==> config.mk <==
export PLATFORM = sky130hd
export DESIGN_NAME = dbr_exec_unit
export DESIGN_NICKNAME = d
export VERILOG_FILES = /design/src/rtl/dbr_pkg.sv /design/src/rtl/dbr_decode.sv /design/src/rtl/dbr_auxdec.sv /design/src/rtl/dbr_target.sv /design/src/rtl/dbr_exec_unit.sv
export SDC_FILE = /design/constraint.sdc
export NUM_CORES = 1
export LEC_CHECK = 0
export BUFFER_PORTS_ARGS = -buffer_cell sky130_fd_sc_hd__clkbuf_2
export CAP_MARGIN = 0
export CORE_MARGIN = 10
export CORE_UTILIZATION = 49
export DETAILED_ROUTE_END_ITERATION = 8
export GPL_TIMING_DRIVEN = 0
export MAX_ROUTING_LAYER = met4
export PLACE_DENSITY = 0.77
export SETUP_SLACK_MARGIN = 0.3
export SLEW_MARGIN = 20
export SYNTH_ARGS = -nofsm -noshare
export SYNTH_HDL_FRONTEND = slang
export SYNTH_HIERARCHICAL = 1
export SYNTH_SLANG_ARGS = --single-unit
==> constraint.sdc <==
create_clock -name clk -period 4.25 [get_ports clk]
set_input_delay 1.275 -clock clk [delete_from_list [all_inputs] [get_ports clk]]
set_output_delay 1.275 -clock clk [all_outputs]
set_load 0.01 [all_outputs]
==> src/rtl/dbr_pkg.sv <==
package dbr_pkg;
   typedef enum logic {
      TGT_REG = 1'b0,
      TGT_REL = 1'b1
   } tgt_mode_e;
endpackage

==> src/rtl/dbr_decode.sv <==
module dbr_decode
   import dbr_pkg::*;
#(
   parameter int WORD_W    = 32,
   parameter int OPC_W     = 6,
   parameter int AUX_IDX_W = 3,
   parameter int SRC_IDX_W = 5,
   parameter int SRC_REGS  = 28,
   parameter logic [OPC_W-1:0] OPCODE = 6'b011011
) (
   input  logic                 in_valid,
   input  logic                 busy,
   input  logic [WORD_W-1:0]    instr,
   output tgt_mode_e            mode,
   output logic [AUX_IDX_W-1:0] aux_idx,
   output logic [SRC_IDX_W-1:0] src_idx,
   output logic                 acc,
   output logic                 bad
);
   localparam int MODE_POS = WORD_W - OPC_W - 1;
   localparam int AUX_HI   = MODE_POS - 1;
   localparam logic [SRC_IDX_W-1:0] SRC_LIM = SRC_IDX_W'(SRC_REGS - 1);

   if (SRC_REGS > (1 << SRC_IDX_W) || SRC_REGS < 1) begin : g_bad_regs
      $error("SRC_REGS does not fit the source index field");
   end
   if (AUX_HI - AUX_IDX_W + 1 < SRC_IDX_W) begin : g_bad_layout
      $error("instruction fields overlap");
   end

   logic opc_hit, src_ok, offered;
   logic unused_bits;

   assign unused_bits = ^instr;
   assign mode    = tgt_mode_e'(instr[MODE_POS]);
   assign aux_idx = instr[AUX_HI -: AUX_IDX_W];
   assign src_idx = instr[SRC_IDX_W-1:0];
   assign opc_hit = (instr[WORD_W-1 -: OPC_W] == OPCODE);
   assign src_ok  = (mode == TGT_REL) || (src_idx <= SRC_LIM);
   assign offered = in_valid && !busy;
   assign acc     = offered && opc_hit && src_ok;
   assign bad     = offered && !(opc_hit && src_ok);


   always_comb begin
      busy_gate_chk: assert (!(busy && (acc || bad)));
   end
endmodule

==> src/rtl/dbr_auxdec.sv <==
module dbr_auxdec #(
   parameter int WORD_W = 32,
   parameter int CNT_W  = 24
) (
   input  logic [WORD_W-1:0] cur,
   output logic [WORD_W-1:0] nxt,
   output logic              nonneg
);
   if (CNT_W < 2 || CNT_W > WORD_W) begin : g_bad_cnt
      $error("CNT_W out of range");
   end

   logic [CNT_W-1:0] low_dec;
   assign low_dec = cur[CNT_W-1:0] - CNT_W'(1);
   assign nonneg  = !low_dec[CNT_W-1];

   if (CNT_W == WORD_W) begin : g_full
      assign nxt = low_dec;
   end else begin : g_part
      assign nxt = {cur[WORD_W-1:CNT_W], low_dec};
   end


   always_comb begin
      aux_wrap_chk: assert (nxt[CNT_W-1:0] + CNT_W'(1) == cur[CNT_W-1:0]);
   end
endmodule

==> src/rtl/dbr_target.sv <==
module dbr_target
   import dbr_pkg::*;
#(
   parameter int WORD_W = 32,
   parameter int DISP_W = 16
) (
   input  tgt_mode_e         mode,
   input  logic [WORD_W-1:0] pc,
   input  logic [WORD_W-1:0] reg_tgt,
   input  logic [DISP_W-1:0] disp,
   output logic [WORD_W-1:0] seq_pc,
   output logic [WORD_W-1:0] tgt_pc
);
   logic [WORD_W-1:0] disp_x;

   if (DISP_W > WORD_W) begin : g_bad_disp
      $error("DISP_W wider than WORD_W");
   end else if (DISP_W == WORD_W) begin : g_disp_full
      assign disp_x = disp;
   end else begin : g_disp_sext
      assign disp_x = {{(WORD_W-DISP_W){disp[DISP_W-1]}}, disp};
   end

   assign seq_pc = pc + WORD_W'(1);
   assign tgt_pc = (mode == TGT_REL) ? seq_pc + disp_x : reg_tgt;
endmodule

==> src/rtl/dbr_exec_unit.sv <==
module dbr_exec_unit
   import dbr_pkg::*;
#(
   parameter int WORD_W       = 32,
   parameter int CNT_W        = 24,
   parameter int AUX_IDX_W    = 3,
   parameter int SRC_IDX_W    = 5,
   parameter int SRC_REGS     = 28,
   parameter int DISP_W       = 16,
   parameter int OPC_W        = 6,
   parameter logic [OPC_W-1:0] OPCODE = 6'b011011,
   parameter int TAKEN_CYCLES = 4
) (
   input  logic                 clk,
   input  logic                 rst_n,
   input  logic                 in_valid,
   input  logic [WORD_W-1:0]    instr,
   input  logic [WORD_W-1:0]    pc_in,
   input  logic [WORD_W-1:0]    aux_val,
   input  logic [WORD_W-1:0]    src_val,
   input  logic                 cond_true,
   output logic [AUX_IDX_W-1:0] aux_rd_idx,
   output logic [SRC_IDX_W-1:0] src_rd_idx,
   output logic                 busy,
   output logic                 flush_req,
   output logic                 done,
   output logic                 taken,
   output logic [WORD_W-1:0]    pc_out,
   output logic [AUX_IDX_W-1:0] aux_wr_idx,
   output logic [WORD_W-1:0]    aux_wr_data,
   output logic                 illegal
);
   localparam int HOLD   = TAKEN_CYCLES - 1;
   localparam int HOLD_W = (HOLD < 2) ? 1 : $clog2(HOLD + 1);
   localparam logic [HOLD_W-1:0] HOLD_V = HOLD_W'(HOLD);
   localparam logic [HOLD_W-1:0] LAST_V = HOLD_W'(1);

   if (TAKEN_CYCLES < 2) begin : g_bad_cycles
      $error("TAKEN_CYCLES must be at least 2");
   end

   tgt_mode_e             mode;
   logic                  acc, bad, nonneg, br_take;
   logic [WORD_W-1:0]     aux_nxt, seq_pc, tgt_pc;

   logic [HOLD_W-1:0]     hold_q;
   logic                  nt_done_q, taken_q, illegal_q;
   logic [WORD_W-1:0]     pc_q, aux_q;
   logic [AUX_IDX_W-1:0]  idx_q;

   dbr_decode #(
      .WORD_W(WORD_W), .OPC_W(OPC_W), .AUX_IDX_W(AUX_IDX_W),
      .SRC_IDX_W(SRC_IDX_W), .SRC_REGS(SRC_REGS), .OPCODE(OPCODE)
   ) u_dec (
      .in_valid(in_valid), .busy(busy), .instr(instr), .mode(mode),
      .aux_idx(aux_rd_idx), .src_idx(src_rd_idx), .acc(acc), .bad(bad)
   );

   dbr_auxdec #(.WORD_W(WORD_W), .CNT_W(CNT_W)) u_cnt (
      .cur(aux_val), .nxt(aux_nxt), .nonneg(nonneg)
   );

   dbr_target #(.WORD_W(WORD_W), .DISP_W(DISP_W)) u_tgt (
      .mode(mode), .pc(pc_in), .reg_tgt(src_val),
      .disp(instr[DISP_W-1:0]), .seq_pc(seq_pc), .tgt_pc(tgt_pc)
   );

   assign br_take = cond_true && nonneg;

   always_ff @(posedge clk) begin
      if (!rst_n) begin
         hold_q    <= '0;
         nt_done_q <= 1'b0;
         taken_q   <= 1'b0;
         illegal_q <= 1'b0;
         pc_q      <= '0;
         aux_q     <= '0;
         idx_q     <= '0;
      end else begin
         nt_done_q <= 1'b0;
         illegal_q <= bad;
         if (hold_q != '0) hold_q <= hold_q - LAST_V;
         if (acc) begin
            aux_q   <= aux_nxt;
            idx_q   <= aux_rd_idx;
            taken_q <= br_take;
            pc_q    <= br_take ? tgt_pc : seq_pc;
            if (br_take) hold_q <= HOLD_V;
            else         nt_done_q <= 1'b1;
         end
      end
   end

   assign busy        = (hold_q != '0);
   assign flush_req   = busy;
   assign done        = nt_done_q || (hold_q == LAST_V);
   assign taken       = done && taken_q;
   assign pc_out      = done ? pc_q : '0;
   assign aux_wr_data = done ? aux_q : '0;
   assign aux_wr_idx  = done ? idx_q : '0;
   assign illegal     = illegal_q;


   busy_entry_chk: assert property (@(posedge clk) disable iff (!rst_n)
      $rose(busy) |-> $past(acc && br_take));

   taken_start_chk: assert property (@(posedge clk) disable iff (!rst_n)
      (acc && br_take) |=> (busy && (done == (HOLD == 1))));

   nt_done_chk: assert property (@(posedge clk) disable iff (!rst_n)
      (acc && !br_take) |=> (done && !busy && !taken));

   illegal_quiet_chk: assert property (@(posedge clk) disable iff (!rst_n)
      illegal |-> (!done && !busy));

   taken_done_pulse_chk: assert property (@(posedge clk) disable iff (!rst_n)
      (done && taken) |=> !done);
endmodule

==> metrics.cfg <==
[worst_setup_path]
rr_startpoint = hold_q[0]
r2r.worst_path.cells = 7
critical_path_class = in -> reg
r2r_end = aux_q[30]
path_max_fanout = 5
required_ns = 4.46
cp-start-kind = input port
r2r_slack_ns = 2.29
worst_ep_arrival_time_ns = 4.35
worstSetupEndpointType = flip-flop

[power_and_ir_drop]
power_w = 0.00224
ir_drop_uv = 151
leakagePower_nw = 4.16
power_density_nw_per_um2 = 222

[layout]
final_cells = 1327
mostFrequentLayoutCells = 178 x clkbuf_2, 84 x buf_4, 72 x dfxtp_1
syn2layout_area_growth_pct = 39.4
final_common_cell = clkbuf_2
final_nets = 1309
drive_gt1_share_pct = 43.6
antennaDiodeCount = 0
final_area_um2 = 10100

[clock_network]
htreeDepth = 3
clock_latency_ns = 0.33
cts-root-buf = clkbuf_16
clockBufferDepth = 2
cts_made_buffers = 9
path_clk_slew_ns = 0.06
cts_tree = built
clkSinkCount = 72
hold_buffers = 0

[detailed_routing]
via_per_inst = 5.81
drt-pass1-iter-count = 5
drt_wl_total_um = 26000
vias = 7716
postRouteAntennaNets = 0
routedWlPerCell_um = 19.6
drc = 0
drt-initial-drc-count = 471

[floorplan]
dieHeight_um = 141
row_count = 44
design.core.area_um2 = 14500
ioPinCount = 212
fp.dieArea_um2 = 20000
start_util_pct = 49.9
dieWidth_um = 141

[global_routing]
grtUsageTotal_pct = 23.6
grt_pass1_wl_um = 37800
grt_start_max_net_pins = 20
grt_overflow = 0
grt_pass1_vias = 7315
antenna_found_initial = 0

[timing]
max_freq_mhz = 241
report.final.setup_viol = 0
finalCritPeriodShare_pct = 97.5
skew_ns = 0.00629
max-slew-margin-rel_pct = 53.4
whs_ns = 0.466
tightestPinTransition_ns = 0.699
grt_setup_unrepaired = true
fin_crit_ns = 4.14
maxSlewViolCount = 0
finalHoldViolCount = 0

[placed_design]
dp.cells = 1248
gp_congestion = 0.985
dpl.hpwl_um = 19200
place_area_um2 = 8470
port_buffers = 192

[outcome]
status = complete, no violations

[logic_synthesis]
yosys.area_share.simple_pct = 19.3
syn_inst = 872
synth-xor-area-share_pct = 9.74
synth-compound-area-share_pct = 27.7
synth_fa_ha_area_share_pct = 6.85
synth_ff_type = dfxtp_1
ys_seq_area_share_pct = 19.9
synth_edf_count = 0
synth_top_family_by_area = compound AO/OA/AOI/OAI gates
ys_ff_latch = 72
synthMuxAreaShare_pct = 8.58
syn_area_um2 = 7230
yosys_warnings = 6
syn_nets = 1043
syn_area_per_cell_um2 = 8.29
postSynth.asyncResetShare_pct = 0
synth_cell_type_count = 75

[worst_hold_path]
hold_depth = 2
min_to = taken_q
holdCritPathClass = reg -> reg
holdCritStartpoint = taken_q

[flow_run]
cap_violations = 0

==> worst max-delay path, cell delays in order <==
cell,delay [ns]
buf_8,0.07
and4_4,0.25
nand3_4,0.14
nor2_4,0.19
buf_4,0.15
nand2_1,0.08
xnor2_2,0.29
ha_1,0.30
a21oi_1,0.31
o21ai_0,0.19
a221oi_2,0.33
a31oi_2,0.16
xor2_1,0.17
mux2_4,0.27
nand3_2,0.07
a31oi_1,0.08
==> per-layer routing <==
| metal | track usage [%] | part of all wire (%) | routed length (um) | vias up |
|---|---|---|---|---|
| met1 | 28.9 | 41 | 10600 | 3588 |
| met4 | 6.72 | 2.8 | 735 | 0 |
| met5 | - | 0 | 0 | - |
| met3 | 3.74 | 6.9 | 1810 | 67 |
| li1 | - | - | - | 3695 |
| met2 | 39.2 | 49 | 12800 | 366 |
==> layout make-up <==
type | instances | area [um^2]
buffer | 74 | 539
multi-input combinational | 711 | 5950
sequential | 72 | 1440
inverter | 15 | 56.3
clock inverter | 3 | 40.0
timing repair buffer | 255 | 1560
tap | 184 | 230
fill | 1131 | 4400
clock buffer | 13 | 260
==> state kept, by name, indices dropped and copies added (netlist names) <==
signal and cells:
aux_q 32, hold_q 2, idx_q 3, illegal 1, nt_done_q 1, pc_q 32, taken_q 1
==> timing repair <==
item | CTS | global route
setup buffers | 28 | 35
setup endpoints to repair | 19 | 21
pin swaps | 36 | 65
gates resized for setup | 77 | 110
endpoints found under the hold margin | 0 | 0
==> stage by stage <==
step / utilization, % / setup TNS [ns] / worst slack (ns)
floorplan: - / 0 / 0.301
global placement: 58.5 / -4.35 / -0.558
detailed placement: 58.5 / -4.70 / -0.565
CTS: 64.6 / 0 / 0.262
global route: 69.6 / -0.0343 / -0.0246
finish: 69.6 / 0 / 0.108
==> kinds of logic (layout without fill, tap and decap cells) <==
| logic type | Yosys count | after routing |
|---|---|---|
| AO/OA/AOI/OAI | 285 | 285 |
| XOR/XNOR | 78 | 78 |
| adder cells (fa/ha/maj) | 39 | 39 |
| buffers and inverters | 89 | 360 |
| flip-flops | 72 | 72 |
| multiplexers | 59 | 59 |
| AND/OR/NAND/NOR | 250 | 250 |
==> cell usage after synthesis (11+ instances only) <==
cell,count,area [um^2]
nand4_1,15,93.8
mux2_2,24,270
ha_1,38,475
xor2_1,35,307
a31oi_1,37,231
buf_2,14,70.1
a21boi_0,26,195
nand2_1,52,195
nor2_1,39,146
a21oi_1,40,200
nand3_1,50,250
dfxtp_1,72,1440
buf_4,24,180
a21boi_1,48,360
a21bo_1,16,160
mux2i_1,35,350
xnor2_1,41,359
nor2b_1,38,238
a21bo_2,16,160
buf_6,11,124
o21ai_0,46,230
inv_1,15,56.3
clkbuf_1,20,75.1
==> report_power, final <==
part	internal [W]	total (W)	switching, W
registers	0.000679	0.000681	0.00000166
logic	0.000378	0.000802	0.000424
clock network	0.000485	0.000755	0.000271
total	0.00154	0.00224	0.000696
==> worst max-delay path by stage <==
stage | from | end | slack [ns]
2_1_floorplan | pc_in[7] | pc_q[28] | 0.30
3_3_place_gp | pc_in[3] | pc_q[31] | -0.56
3_5_place_dp | pc_in[3] | pc_q[31] | -0.56
4_1_cts | pc_in[7] | pc_q[28] | 0.26
5_1_grt | pc_in[6] | pc_q[30] | -0.02
6_report | pc_in[6] | pc_q[28] | 0.11
No activity file was read; power rests on OpenSTA's default activity.
